$ cat src/rtl/tsw_pkg.sv
`timescale 1ns/1ps
package tsw_pkg;
  localparam int CTL_W   = 8;
  localparam int STRM_W  = 3;
  localparam int CMH_W   = 3;
  localparam int SPLIT_B = 7;
  localparam int MSG_B   = 6;
  localparam int FREE_B  = 5;
  localparam int KIND_LO = 3;

  typedef enum logic [1:0] {
    MK_RSVD = 2'b00,
    MK_DM   = 2'b01,
    MK_CML  = 2'b10,
    MK_CMH  = 2'b11
  } mem_kind_e;

  typedef enum logic [1:0] {
    TGT_CTL,
    TGT_MEM,
    TGT_DROP
  } tgt_e;

  typedef enum logic [1:0] {
    ST_IDLE,
    ST_REQ,
    ST_DONE
  } bus_st_e;
endpackage

$ cat src/rtl/tsw_ctl_reg.sv
`timescale 1ns/1ps
module tsw_ctl_reg
  import tsw_pkg::*;
(
  input  logic             clk,
  input  logic             rst_n,
  input  logic             wr_en,
  input  logic [CTL_W-1:0] wr_data,
  output logic [CTL_W-1:0] ctl_q,
  output logic             split,
  output logic             msg,
  output mem_kind_e        sel_kind,
  output logic [STRM_W-1:0] strm
);
  localparam logic [CTL_W-1:0] KEEP_MASK = ~(CTL_W'(1) << FREE_B);

  logic [CTL_W-1:0] ctl_d;

  always_comb begin
    ctl_d = ctl_q;
    if (wr_en) ctl_d = wr_data & KEEP_MASK;
  end

  always_ff @(posedge clk or negedge rst_n) begin
    if (!rst_n) ctl_q <= '0;
    else        ctl_q <= ctl_d;
  end

  assign split    = ctl_q[SPLIT_B];
  assign msg      = ctl_q[MSG_B];
  assign sel_kind = mem_kind_e'(ctl_q[KIND_LO+1:KIND_LO]);
  assign strm     = ctl_q[STRM_W-1:0];

  // the unused bit never reads back as 1
  p_free_bit_zero_r2: assert property (@(posedge clk) disable iff (!rst_n)
    !ctl_q[FREE_B]);
  // register changes only through a write
  p_ctl_hold_r2: assert property (@(posedge clk) disable iff (!rst_n)
    !wr_en |=> $stable(ctl_q));
endmodule

$ cat src/rtl/tsw_route.sv
`timescale 1ns/1ps
module tsw_route
  import tsw_pkg::*;
(
  input  logic      is_mem,
  input  logic      rnw,
  input  logic      split,
  input  mem_kind_e sel_kind,
  output tgt_e      tgt,
  output mem_kind_e kind
);
  always_comb begin
    if (split) kind = rnw ? MK_DM : MK_CML;
    else       kind = sel_kind;

    if (!is_mem)                          tgt = TGT_CTL;
    else if (kind == MK_RSVD)             tgt = TGT_DROP;
    else if (kind == MK_DM && !rnw)       tgt = TGT_DROP;
    else                                  tgt = TGT_MEM;
  end
endmodule

$ cat src/rtl/tsw_bus_fsm.sv
`timescale 1ns/1ps
module tsw_bus_fsm
  import tsw_pkg::*;
#(
  parameter int AW = 8,
  parameter int DW = 8
) (
  input  logic          clk,
  input  logic          rst_n,
  input  logic          sel_n,
  input  logic          strobe,
  input  logic          rnw,
  input  tgt_e          tgt,
  input  mem_kind_e     kind,
  input  logic [AW-1:0] maddr_in,
  input  logic [DW-1:0] wdata,
  input  logic [DW-1:0] ctl_rd,
  input  logic          mem_gnt,
  input  logic [DW-1:0] mem_rdata,
  output logic          ctl_wr,
  output logic          mem_req,
  output logic          mem_we,
  output mem_kind_e     mem_kind,
  output logic [AW-1:0] mem_addr,
  output logic [DW-1:0] mem_wdata,
  output logic [DW-1:0] rdata,
  output logic          ack_n
);
  localparam logic [DW-1:0] CMH_MASK = DW'((1 << CMH_W) - 1);

  bus_st_e       st_q, st_d;
  logic [AW-1:0] addr_q, addr_d;
  mem_kind_e     kind_q, kind_d;
  logic          we_q, we_d;
  logic [DW-1:0] wd_q, wd_d;
  logic [DW-1:0] rd_q, rd_d;
  logic          acc;

  assign acc = !sel_n && strobe;

  always_comb begin
    st_d   = st_q;
    addr_d = addr_q;
    kind_d = kind_q;
    we_d   = we_q;
    wd_d   = wd_q;
    rd_d   = rd_q;
    ctl_wr = 1'b0;
    case (st_q)
      ST_IDLE: begin
        if (acc) begin
          case (tgt)
            TGT_CTL: begin
              ctl_wr = !rnw;
              if (rnw) rd_d = ctl_rd;
              st_d = ST_DONE;
            end
            TGT_MEM: begin
              addr_d = maddr_in;
              kind_d = kind;
              we_d   = !rnw;
              wd_d   = wdata;
              st_d   = ST_REQ;
            end
            default: begin
              if (rnw) rd_d = '0;
              st_d = ST_DONE;
            end
          endcase
        end
      end
      ST_REQ: begin
        if (mem_gnt) begin
          if (!we_q) rd_d = (kind_q == MK_CMH) ? (mem_rdata & CMH_MASK) : mem_rdata;
          st_d = ST_DONE;
        end
      end
      ST_DONE: begin
        if (!strobe || sel_n) st_d = ST_IDLE;
      end
      default: st_d = ST_IDLE;
    endcase
  end

  always_ff @(posedge clk or negedge rst_n) begin
    if (!rst_n) begin
      st_q   <= ST_IDLE;
      addr_q <= '0;
      kind_q <= MK_RSVD;
      we_q   <= 1'b0;
      wd_q   <= '0;
      rd_q   <= '0;
    end else begin
      st_q   <= st_d;
      addr_q <= addr_d;
      kind_q <= kind_d;
      we_q   <= we_d;
      wd_q   <= wd_d;
      rd_q   <= rd_d;
    end
  end

  assign mem_req   = (st_q == ST_REQ);
  assign ack_n     = (st_q != ST_DONE);
  assign mem_we    = we_q;
  assign mem_kind  = kind_q;
  assign mem_addr  = addr_q;
  assign mem_wdata = wd_q;
  assign rdata     = rd_q;

  // request stays up until granted
  p_req_hold_r8: assert property (@(posedge clk) disable iff (!rst_n)
    mem_req && !mem_gnt |=> mem_req);
  // acknowledge after a request only follows a grant
  p_ack_after_gnt_r8: assert property (@(posedge clk) disable iff (!rst_n)
    $fell(ack_n) && $past(mem_req) |-> $past(mem_gnt));
  // acknowledge released when strobe drops or select leaves
  p_ack_release_r9: assert property (@(posedge clk) disable iff (!rst_n)
    !ack_n && (!strobe || sel_n) |=> ack_n);
  // no new request while the strobe is still held
  p_one_access_r9: assert property (@(posedge clk) disable iff (!rst_n)
    !ack_n && strobe && !sel_n |=> !mem_req);
  // data memory is never written
  p_no_dm_write_r11: assert property (@(posedge clk) disable iff (!rst_n)
    mem_req |-> !(mem_we && mem_kind == MK_DM));
  // connection-high reads carry only the low control bits
  p_cmh_mask_r7: assert property (@(posedge clk) disable iff (!rst_n)
    $fell(ack_n) && $past(mem_req) && !mem_we && mem_kind == MK_CMH
      |-> rdata[DW-1:CMH_W] == '0);
endmodule

$ cat src/rtl/tsw_cpu_port.sv
`timescale 1ns/1ps
module tsw_cpu_port
  import tsw_pkg::*;
#(
  parameter int CH_W = 5,
  parameter int DW   = 8,
  localparam int AW  = STRM_W + CH_W
) (
  input  logic          clk,
  input  logic          rst_n,
  input  logic          sel_n,
  input  logic          rnw,
  input  logic          strobe,
  input  logic [CH_W:0] addr,
  input  logic [DW-1:0] wdata,
  output logic [DW-1:0] rdata,
  output logic          ack_n,
  output logic          msg_mode,
  output logic          mem_req,
  input  logic          mem_gnt,
  output logic          mem_we,
  output logic [1:0]    mem_kind,
  output logic [AW-1:0] mem_addr,
  output logic [DW-1:0] mem_wdata,
  input  logic [DW-1:0] mem_rdata
);
  logic              rst_meta, rst_sync;
  logic              ctl_wr;
  logic [CTL_W-1:0]  ctl_q;
  logic              split;
  mem_kind_e         sel_kind;
  logic [STRM_W-1:0] strm;
  tgt_e              tgt;
  mem_kind_e         kind;
  mem_kind_e         kind_out;
  logic [AW-1:0]     maddr;

  always_ff @(posedge clk or negedge rst_n) begin
    if (!rst_n) begin
      rst_meta <= 1'b0;
      rst_sync <= 1'b0;
    end else begin
      rst_meta <= 1'b1;
      rst_sync <= rst_meta;
    end
  end

  assign maddr = {strm, addr[CH_W-1:0]};

  tsw_ctl_reg u_ctl (
    .clk      (clk),
    .rst_n    (rst_sync),
    .wr_en    (ctl_wr),
    .wr_data  (wdata),
    .ctl_q    (ctl_q),
    .split    (split),
    .msg      (msg_mode),
    .sel_kind (sel_kind),
    .strm     (strm)
  );

  tsw_route u_route (
    .is_mem   (addr[CH_W]),
    .rnw      (rnw),
    .split    (split),
    .sel_kind (sel_kind),
    .tgt      (tgt),
    .kind     (kind)
  );

  tsw_bus_fsm #(.AW(AW), .DW(DW)) u_fsm (
    .clk       (clk),
    .rst_n     (rst_sync),
    .sel_n     (sel_n),
    .strobe    (strobe),
    .rnw       (rnw),
    .tgt       (tgt),
    .kind      (kind),
    .maddr_in  (maddr),
    .wdata     (wdata),
    .ctl_rd    (ctl_q),
    .mem_gnt   (mem_gnt),
    .mem_rdata (mem_rdata),
    .ctl_wr    (ctl_wr),
    .mem_req   (mem_req),
    .mem_we    (mem_we),
    .mem_kind  (kind_out),
    .mem_addr  (mem_addr),
    .mem_wdata (mem_wdata),
    .rdata     (rdata),
    .ack_n     (ack_n)
  );

  assign mem_kind = kind_out;

  // control accesses never reach the engine
  p_ctl_no_req_r2: assert property (@(posedge clk) disable iff (!rst_sync)
    ack_n && !mem_req && !sel_n && strobe && !addr[CH_W] |=> !mem_req);
  // split routes reads to data memory, writes to connection low
  p_split_route_r5: assert property (@(posedge clk) disable iff (!rst_sync)
    mem_req && split |-> (mem_we ? mem_kind == MK_CML : mem_kind == MK_DM));
  // request address is the stream page joined to the channel
  p_addr_page_r3: assert property (@(posedge clk) disable iff (!rst_sync)
    $rose(mem_req) |-> mem_addr == {strm, $past(addr[CH_W-1:0])});
  // reserved select never produces a request
  p_rsvd_no_req_r10: assert property (@(posedge clk) disable iff (!rst_sync)
    mem_req |-> mem_kind != MK_RSVD);
endmodule

$ cat config.mk
export PLATFORM = sky130hd
export DESIGN_NAME = tsw_cpu_port
export DESIGN_NICKNAME = d
export VERILOG_FILES = /design/src/rtl/tsw_pkg.sv /design/src/rtl/tsw_ctl_reg.sv /design/src/rtl/tsw_route.sv /design/src/rtl/tsw_bus_fsm.sv /design/src/rtl/tsw_cpu_port.sv
export SDC_FILE = /design/constraint.sdc
export NUM_CORES = 1
export LEC_CHECK = 0
export BUFFER_PORTS_ARGS = -buffer_cell sky130_fd_sc_hd__clkbuf_2
export CAP_MARGIN = 15
export CORE_MARGIN = 3
export CORE_UTILIZATION = 45
export CTS_BUF_LIST = sky130_fd_sc_hd__clkbuf_8
export DETAILED_ROUTE_END_ITERATION = 6
export HOLD_SLACK_MARGIN = 0.12
export PLACE_DENSITY = 0.77
export SYNTH_ARGS = -nofsm -noshare
export SYNTH_HDL_FRONTEND = slang
export SYNTH_SLANG_ARGS = --single-unit
$ cat constraint.sdc
create_clock -name clk -period 1 [get_ports clk]
set_input_delay 0.05 -clock clk [delete_from_list [all_inputs] [get_ports clk]]
set_output_delay 0.05 -clock clk [all_outputs]
set_load 0.02 [all_outputs]
==> results.json <==
{
  "cp.required_ns": 1.18,
  "first_iter_violations": 47,
  "timing.setup.tns_ns": -21.35,
  "numClockSinks": 38,
  "max_freq_ghz": 0.6106,
  "critPathMaxFanout": 6,
  "final_max_slew_viol_count": 0,
  "htreeDepth": 2,
  "syn_area_mm2": 0.001569,
  "grtUsageTotal": 0.2099,
  "synth_top_family_by_area": "multiplexers",
  "gp_congestion": 0.7474,
  "synth_nets": 141,
  "dieArea_mm2": 0.004232,
  "area_delta_synth_final_pct": 72.33,
  "diodes": 0,
  "final_cells": 274,
  "synthAdderAreaFrac": 0,
  "synthMuxAreaShare": 0.2257,
  "timing.final.crit_period_ns": 1.638,
  "powerDensity_mw_per_mm2": 2615,
  "grt_pass1_vias": 1409,
  "dp_hpwl_mm": 2.631,
  "critPathArrivalTime_ns": 1.82,
  "die_y_um": 65.05,
  "drc_errors": 0,
  "root_buffer": "clkbuf_8",
  "yosysUniqueCellTypes": 20,
  "yosysSeqAreaShare": 0.6061,
  "hold_violations": 0,
  "leakagePower_nw": 1.312,
  "cts.clk_slew.worst_paths_ns": 0.08,
  "wl_per_cell_um": 16.45,
  "antenna_found_initial": 0,
  "layout.nets": 257,
  "synth-edff-count": 0,
  "synth_cells": 113,
  "setup_viol": 40,
  "yosysTopAreaCell": "dfrtp_1",
  "regArea_um2": 954.7,
  "yosysWarnings": 0,
  "vias": 1375,
  "antenna_left": 0,
  "clock_skew_ns": 0.007806,
  "worstHoldPathType": "reg -> async",
  "io_buffers": 57,
  "clk_path_buf_depth": 2,
  "post-route-period-util": 1.638,
  "vias_per_cell": 5.018,
  "io-pin-count": 58,
  "yosys.area_share.simple": 0.07018,
  "grt_pass1_wl_mm": 6.706,
  "synth-main-ff-cell": "dfrtp_1",
  "grt_max_degree": 29,
  "start_util": 0.4937,
  "status": "complete, but fails checks",
  "violations": "setup timing",
  "synth_xor_area_frac": 0,
  "synth_compound_area_frac": 0.07496,
  "end_kind": "flip-flop",
  "cts_tree": "done",
  "synth_area_per_cell_um2": 13.89,
  "numCtsBuffers": 5,
  "placementRows": 20,
  "first_pass_iters": 4,
  "ys_top_cells_by_count": "dfrtp_1, mux2_2, nand2_1",
  "synthTopCellsByArea": "dfrtp_1, mux2_2, mux2i_1",
  "synth.top_cell.area_share": 0.6061,
  "n_fill_cell": 158,
  "yosysMostFrequentCell": "dfrtp_1",
  "post-place-cells": 228,
  "drv_cap": 0,
  "drive_gt1_frac": 0.5957,
  "core-area_mm2": 0.003178,
  "clock_latency_ns": 0.30,
  "synth-async-reset-ratio": 1.000,
  "critPathLaunchType": "flip-flop",
  "path_class": "reg -> reg",
  "totalWireLength_mm": 4.507,
  "die_x_um": 65.05,
  "ir_worst_vdd_mv": 1.792,
  "grt_overflow_total": 0,
  "synth_seq_cells": 38,
  "multi_input_area_um2": 669.4,
  "rsz0062_at_grt": "true",
  "worst_slack_ns": -0.6376
}
per-layer routing:
metal | GRT usage | part of all wire
met3 | 0.05546 | 0.063
met5 | 0 | 0
met4 | 0.04663 | 0.015
met1 | 0.2571 | 0.42
met2 | 0.3704 | 0.50
critical path, cell delays in order, from the launching register on:
cell and delay (ns):
dfrtp_2 0.43, nor4b_4 0.32, buf_4 0.19, nand3_4 0.12, clkbuf_16 0.19, mux2_2 0.26
placed cells by master, fill, tap and decap left out, drive strengths merged, types with 2 or more instances in the layout:
cell type,instances
a21oi,4
a22o,4
buf,32
clkbuf,58
clkinvlp,2
dfrtp,38
dlygate4sd3,26
inv,5
mux2,27
mux2i,5
nand2,8
nand2b,2
nor2,2
nor3b,3
o21ai,5
through the flow:
stage / area, um^2 / power, mW / setup slack [ns] / utilization / hold WS (ns)
after global routing: 2704 / 7.446 / -0.6906 / 0.8508 / 0.1359
after CTS: 2549 / 6.707 / -0.5951 / 0.8020 / 0.1280
after detailed placement: 2067 / 5.111 / -0.6787 / 0.6504 / -0.1627
after global placement: 2067 / 5.017 / -0.5513 / 0.6504 / -0.1632
after floorplan: 1592 / 4.057 / -0.5865 / - / -0.2456
final: 2704 / 7.070 / -0.6376 / 0.8508 / 0.1209
cells by family after synthesis:
logic type,count (synthesis)
simple gates,18
flops,38
other cells,1
compound gates,16
buf+inv,8
mux,32
cell type report:
type | count | area share
Sequential cell | 38 | 0.3531
Timing Repair Buffer | 111 | 0.3267
Tap cell | 44 | 0.02036
Clock inverter | 3 | 0.01666
Multi-Input combinational cell | 67 | 0.2476
Inverter | 6 | 0.01018
Clock buffer | 5 | 0.02545
what timing repair did:
item,4_1_cts,5_1_grt
hold endpoints to repair,32,0
hold buffers,26,0
endpoints found under the setup margin,41,41
resized for setup,15,30
setup buffers,4,7
cloned,0,2
pin swaps,3,7
sequential cells by signal (all words and copies together), names as in the netlist:
register and flops:
u_fsm.mem_addr 8, u_fsm.mem_wdata 8, u_fsm.rdata 8, u_ctl.ctl_q 7
u_fsm.mem_kind 2, u_fsm.st_q 2, rst_meta 1, rst_sync 1
u_fsm.mem_we 1
power by group:
group | internal [mW] | total (mW) | switching (mW)
clock | 0.742 | 1.31 | 0.570
combinational | 1.59 | 3.17 | 1.58
sequential | 2.17 | 2.59 | 0.417
final timing paths:
check,startpoint,to,slack (ns),cells after the start
worst max-delay path,u_fsm.st_q[0],u_fsm.mem_wdata[7],-0.64,5
worst min-delay path,rst_sync,u_fsm.mem_addr[1],0.12,0
worst max register to register,u_fsm.st_q[0],u_fsm.mem_wdata[7],-0.64,5
worst min register to register,rst_sync,u_fsm.mem_addr[1],0.12,0
max in group asynchronous,rst_n,rst_sync,0.28,3
min in group clk,mem_rdata[6],u_fsm.rdata[6],0.13,3
(Power assumes the default switching activity.)
